<file path="src/rtl/vic_pkg.sv">
package vic_pkg;

    localparam int OPND_W = 32;
    localparam int OPC_W  = 6;
    localparam int RFLG_W = 15;
    localparam int RES_W  = 32;
    localparam int SFLG_W = 5;

    localparam logic [OPC_W-1:0] OPC_SETCFG   = 6'h38;
    localparam logic [OPC_W-1:0] OPC_SETSTART = 6'h39;

    localparam logic [1:0] WCODE_BAD = 2'd3;

    typedef enum logic {
        ST_WAIT = 1'b0,
        ST_EXEC = 1'b1
    } vic_state_e;

    typedef struct packed {
        logic [OPND_W-1:0] a;
        logic [OPND_W-1:0] b;
        logic [OPND_W-1:0] c;
        logic [OPC_W-1:0]  opc;
        logic [RFLG_W-1:0] flags;
    } vic_cmd_t;

    typedef struct packed {
        logic [RES_W-1:0]  data;
        logic [SFLG_W-1:0] flags;
    } vic_rsp_t;

    // Opcodes served inside the controller, never sent to the datapath
    function automatic logic is_local_op(input logic [OPC_W-1:0] opc);
        return (opc == OPC_SETCFG) || (opc == OPC_SETSTART);
    endfunction

    // Element capacity of one register for a given width code
    function automatic logic [OPND_W-1:0] elem_cap(input int vlen, input logic [1:0] code);
        return OPND_W'(vlen) >> (3 + int'(code));
    endfunction

endpackage

</file>
<file path="src/rtl/vic_fsm.sv">
module vic_fsm
    import vic_pkg::*;
(
    input  logic clk,
    input  logic rst,
    input  logic req_valid,
    input  logic req_local,
    input  logic done_in,
    output logic accept,
    output logic finish,
    output logic cur_local,
    output logic start_pulse,
    output logic stall,
    output logic wb_suppress
);

    vic_state_e state_q;

    always_comb begin
        accept      = (state_q == ST_WAIT) && req_valid;
        finish      = (state_q == ST_EXEC) && (cur_local || done_in);
        stall       = accept || ((state_q == ST_EXEC) && !finish);
        wb_suppress = (state_q == ST_EXEC) && !cur_local;
    end

    always_ff @(posedge clk) begin
        if (rst) begin
            state_q     <= ST_WAIT;
            cur_local   <= 1'b0;
            start_pulse <= 1'b0;
        end else begin
            start_pulse <= accept && !req_local;
            if (accept) begin
                state_q   <= ST_EXEC;
                cur_local <= req_local;
            end else if (finish) begin
                state_q   <= ST_WAIT;
            end
        end
    end

endmodule

</file>
<file path="src/rtl/vic_csr.sv">
module vic_csr
    import vic_pkg::*;
#(
    parameter int VLEN_BITS = 32,
    parameter int VL_W      = 3
) (
    input  logic            clk,
    input  logic            rst,
    input  logic            accept,
    input  vic_cmd_t        cmd,
    input  logic            data_done,
    output logic [VL_W-1:0] vl_q,
    output logic [1:0]      sew_q,
    output logic [VL_W-1:0] vstart_q,
    output vic_rsp_t        loc_rsp
);

    logic [1:0]        wcode;
    logic [OPND_W-1:0] cap;
    logic [OPND_W-1:0] grant;
    logic              bad_width;

    always_comb begin
        wcode     = cmd.b[1:0];
        bad_width = (wcode == WCODE_BAD);
        cap       = elem_cap(VLEN_BITS, wcode);
        grant     = (cmd.a < cap) ? cmd.a : cap;
    end

    always_ff @(posedge clk) begin
        if (rst) begin
            vl_q     <= '0;
            sew_q    <= '0;
            vstart_q <= '0;
            loc_rsp  <= '0;
        end else if (accept && cmd.opc == OPC_SETCFG) begin
            vstart_q <= '0;
            if (bad_width) begin
                vl_q    <= '0;
                loc_rsp <= '{data: '0, flags: SFLG_W'(1)};
            end else begin
                vl_q    <= grant[VL_W-1:0];
                sew_q   <= wcode;
                loc_rsp <= '{data: grant, flags: '0};
            end
        end else if (accept && cmd.opc == OPC_SETSTART) begin
            vstart_q <= cmd.a[VL_W-1:0];
            loc_rsp  <= '{data: RES_W'(cmd.a[VL_W-1:0]), flags: '0};
        end else if (data_done) begin
            vstart_q <= '0;
        end
    end

endmodule

</file>
<file path="src/rtl/vic_resp.sv">
module vic_resp
    import vic_pkg::*;
(
    input  logic     clk,
    input  logic     rst,
    input  logic     accept,
    input  vic_cmd_t cmd_in,
    input  logic     finish,
    input  logic     cur_local,
    input  vic_rsp_t dp_rsp,
    input  vic_rsp_t loc_rsp,
    output vic_cmd_t cmd_q,
    output vic_rsp_t rsp_out
);

    always_ff @(posedge clk) begin
        if (rst) begin
            cmd_q <= '0;
        end else if (accept) begin
            cmd_q <= cmd_in;
        end
    end

    always_comb begin
        if (!finish)        rsp_out = '0;
        else if (cur_local) rsp_out = loc_rsp;
        else                rsp_out = dp_rsp;
    end

endmodule

</file>
<file path="src/rtl/vec_issue_ctrl.sv">
module vec_issue_ctrl
    import vic_pkg::*;
#(
    parameter int VLEN_BITS = 32,
    localparam int VL_W     = $clog2(VLEN_BITS / 8) + 1
) (
    input  logic              clk,
    input  logic              rst,
    input  logic              req_valid,
    input  logic [OPND_W-1:0] req_opa,
    input  logic [OPND_W-1:0] req_opb,
    input  logic [OPND_W-1:0] req_opc,
    input  logic [OPC_W-1:0]  req_opcode,
    input  logic [RFLG_W-1:0] req_flags,
    output logic              req_ack,
    output logic [RES_W-1:0]  rsp_result,
    output logic [SFLG_W-1:0] rsp_flags,
    output logic              core_stall,
    output logic              wb_block,
    output logic              dp_start,
    output logic [OPND_W-1:0] dp_opa,
    output logic [OPND_W-1:0] dp_opb,
    output logic [OPND_W-1:0] dp_opc,
    output logic [OPC_W-1:0]  dp_opcode,
    output logic [RFLG_W-1:0] dp_cmd_flags,
    input  logic              dp_done,
    input  logic [RES_W-1:0]  dp_result,
    input  logic [SFLG_W-1:0] dp_res_flags,
    output logic [VL_W-1:0]   vl,
    output logic [1:0]        vsew,
    output logic [VL_W-1:0]   vstart
);

    vic_cmd_t cmd_in, cmd_q;
    vic_rsp_t dp_rsp, loc_rsp, rsp_out;
    logic     accept, finish, cur_local;

    assign cmd_in = '{a: req_opa, b: req_opb, c: req_opc, opc: req_opcode, flags: req_flags};
    assign dp_rsp = '{data: dp_result, flags: dp_res_flags};

    vic_fsm u_fsm (
        .clk        (clk),
        .rst        (rst),
        .req_valid  (req_valid),
        .req_local  (is_local_op(req_opcode)),
        .done_in    (dp_done),
        .accept     (accept),
        .finish     (finish),
        .cur_local  (cur_local),
        .start_pulse(dp_start),
        .stall      (core_stall),
        .wb_suppress(wb_block)
    );

    vic_csr #(.VLEN_BITS(VLEN_BITS), .VL_W(VL_W)) u_csr (
        .clk      (clk),
        .rst      (rst),
        .accept   (accept),
        .cmd      (cmd_in),
        .data_done(finish && !cur_local),
        .vl_q     (vl),
        .sew_q    (vsew),
        .vstart_q (vstart),
        .loc_rsp  (loc_rsp)
    );

    vic_resp u_resp (
        .clk      (clk),
        .rst      (rst),
        .accept   (accept),
        .cmd_in   (cmd_in),
        .finish   (finish),
        .cur_local(cur_local),
        .dp_rsp   (dp_rsp),
        .loc_rsp  (loc_rsp),
        .cmd_q    (cmd_q),
        .rsp_out  (rsp_out)
    );

    assign req_ack      = finish;
    assign rsp_result   = rsp_out.data;
    assign rsp_flags    = rsp_out.flags;
    assign dp_opa       = cmd_q.a;
    assign dp_opb       = cmd_q.b;
    assign dp_opc       = cmd_q.c;
    assign dp_opcode    = cmd_q.opc;
    assign dp_cmd_flags = cmd_q.flags;

endmodule

</file>
<file path="config.mk">
export PLATFORM = sky130hd
export DESIGN_NAME = vec_issue_ctrl
export DESIGN_NICKNAME = d
export VERILOG_FILES = /design/src/rtl/vic_pkg.sv /design/src/rtl/vic_fsm.sv /design/src/rtl/vic_csr.sv /design/src/rtl/vic_resp.sv /design/src/rtl/vec_issue_ctrl.sv
export SDC_FILE = /design/constraint.sdc
export NUM_CORES = 1
export LEC_CHECK = 0
export BUFFER_PORTS_ARGS = -buffer_cell sky130_fd_sc_hd__buf_2
export CORE_UTILIZATION = 40
export CTS_BUF_LIST = sky130_fd_sc_hd__clkbuf_16
export DETAILED_ROUTE_END_ITERATION = 12
export PLACE_DENSITY = 0.83
export SYNTH_ARGS = -nofsm -noshare
export SYNTH_HDL_FRONTEND = slang
export SYNTH_HIERARCHICAL = 1
export SYNTH_SLANG_ARGS = --single-unit
</file>
<file path="constraint.sdc">
create_clock -name clk -period 3.8 [get_ports clk]
set_clock_uncertainty 0.2 [all_clocks]
set_input_delay 0.57 -clock clk [delete_from_list [all_inputs] [get_ports clk]]
set_output_delay 0.57 -clock clk [all_outputs]
set_load 0.01 [all_outputs]
</file>
==> reports/metrics.cfg <==
[power]
p_per_area_nw_per_um2=470
p_leak_nw=4.28
total_power_mw=4.07
ir_worst_vdd_uv=332

[finish]
nets=1081
area_delta_synth_final_pct=35.7
final_cells=1146
n_fill_cell=1378
drive_gt1_share_pct=39.5
multiInputGateArea_um2=2890
final-seq-area_um2=3220

[drt]
routed-via-count=5290
ant_nets=0
top_layer=met4
met1Wirelength_um=6710
drc=0
dr.pass1.iters=4
routed_wirelength_um=16000
vias_per_cell=4.62
first_iter_violations=214
wl_met2_um=7880
wl_per_cell_um=14.0
route.met3.wl_um=1080

[yosys]
async_flop_share_pct=0
synth-edff-count=0
avgSynthCellArea_um2=10.4
synth.most_common_cell=dfxtp_1
synth_top_cell_area_share_pct=50.4
synth_flop_cell=dfxtp_1
synth_top_area_cell=dfxtp_1
yosys_warnings=6
yosys.cell_types.count=34
yosys_register_bits=161
yosys-top-cells-area=dfxtp_1 50%, mux2i_1 25%, nor2_1 7.5%
synth_common_cells=161 x dfxtp_1, 157 x mux2i_1, 128 x nor2_1
ys_seq_area_share_pct=50.4
netlist_instances=614
netlist_area_um2=6390

[worst_hold_path]
hold_start=req_flags[12]
hold_class=in2reg

[timing]
holdWs_ps=184
rsz0062_at_grt=no
maxSlewHeadroom_pct=34.0
finalSetupViolations=0
setup_tns_ps=0
clock.fmax_mhz=367
slew_viol_final=0
setup_ws_ps=1070
period_share_pct=71.7
min_period_ps=2730
hold_viol_final=0
worst_slew_pin_slew_ps=989

[placement]
place_congestion=0.822
dp_cells=1113
port_buffers=323
place_ws_ps=1250
hpwl_um=11600

[setup_path]
critPathLaunch=u_fsm/state_q
path_class=reg2out
critPathMaxFanout=39
arrival_ps=1960
cp.required_ps=3030
r2r-start=u_fsm/state_q
cp-end-kind=output port
setup.worst_path.start_class=register

[clock_network]
tritoncts=done
clock_sinks=161
root_buffer=clkbuf_16
cts_resized=0
clock_path_buffers=2
hold_buffers=0
clk_latency_ps=420
clk_transition_reported_paths_ps=70
cts_setup_buffers=0
cts_buffers=17
htreeDepth=4

[global_route]
grt_pass1_vias=5101
grt_pass1_wl_um=24700
grt_start_max_net_pins=119
antenna_found_initial=1
grt.overflow.total=0
grt_usage_pct=19.3

[die]
die_w_um=128
io_pins=324
rows=45
core_area_um2=15400
initial_core_util_pct=41.6
dieHeight_um=128
dieArea_um2=16500

[status]
run_status=finished clean

[job]
timing.max_cap.violations=0

-- per-layer routing --
metal  GRT usage, %  up-vias
met5              0        -
met4           8.37        0
met3           6.44       22
met2           32.9      186
met1           22.0     2415
li1               -     2667
-- layout make-up --
| class | count | area share (%) |
|---|---|---|
| Antenna cell | 1 | 0.0288 |
| Inverter | 2 | 0.144 |
| Clock inverter | 15 | 2.09 |
| Sequential cell | 161 | 37.2 |
| Multi-Input combinational cell | 412 | 33.3 |
| Timing Repair Buffer | 327 | 19.3 |
| Clock buffer | 17 | 4.90 |
| Tap cell | 211 | 3.04 |
-- through the flow --
step / cell area, um2 / utilization (%)
2_1_floorplan: 6400 / -
5_1_grt: 8670 / 56.4
3_5_place_dp: 8070 / 52.5
6_report: 8670 / 56.4
3_3_place_gp: 8070 / 52.5
4_1_cts: 8670 / 56.4
-- registers in the layout, indices dropped and copies added (netlist names) --
register	flops
u_csr/loc_rsp	33
u_csr/vl_q	3
u_fsm/state_q	1
u_csr/vstart_q	3
u_resp/cmd_q	117
u_csr/sew_q	2
u_fsm/cur_local	1
u_fsm/start_pulse	1
-- critical path: stages, from the launching register on --
cell,delay [ps]
dfxtp_1,390
o21a_1,750
nor2b_1,250
buf_2,150
-- cells in the final DEF, fill, tap and decap left out, types with 5 or more instances in the layout --
master and instances:
nor2_1 128, dfxtp_1 160, mux2i_1 157, nor2b_1 40, nand2_1 5, buf_2 322
a21oi_1 5, and2_1 29, clkbuf_16 17, nor3_1 5
-- cell families (layout without fill, tap and decap cells) --
kind of cell | after synthesis | in the layout | share of synthesized area, %
and+or+nand+nor | 231 | 231 | 18.1
DFF | 161 | 161 | 50.4
muxes | 157 | 157 | 24.6
buffers and inverters | 44 | 361 | 4.54
AOI/OAI and AO/OA | 18 | 18 | 1.86
adders and majority gates | 2 | 2 | 0.391
other | 1 | 5 | 0.0587
-- final timing paths --
| kind | endpoint | slack [ps] | depth (start not counted) |
|---|---|---|---|
| worst min-delay path | u_resp/cmd_q[12] | 180 | 3 |
| worst max register to register | u_resp/cmd_q[93] | 1620 | 5 |
| worst max-delay path | rsp_result[4] | 1070 | 3 |
| worst min register to register | u_csr/loc_rsp[34] | 260 | 1 |
-- where the power goes --
group	total (mW)	internal (mW)	switching, mW
sequential	1.81	1.77	0.0394
clock	1.76	1.04	0.716
combinational	0.508	0.242	0.265
total	4.07	3.05	1.02
Note: power is estimated with default switching activity, not from simulation.
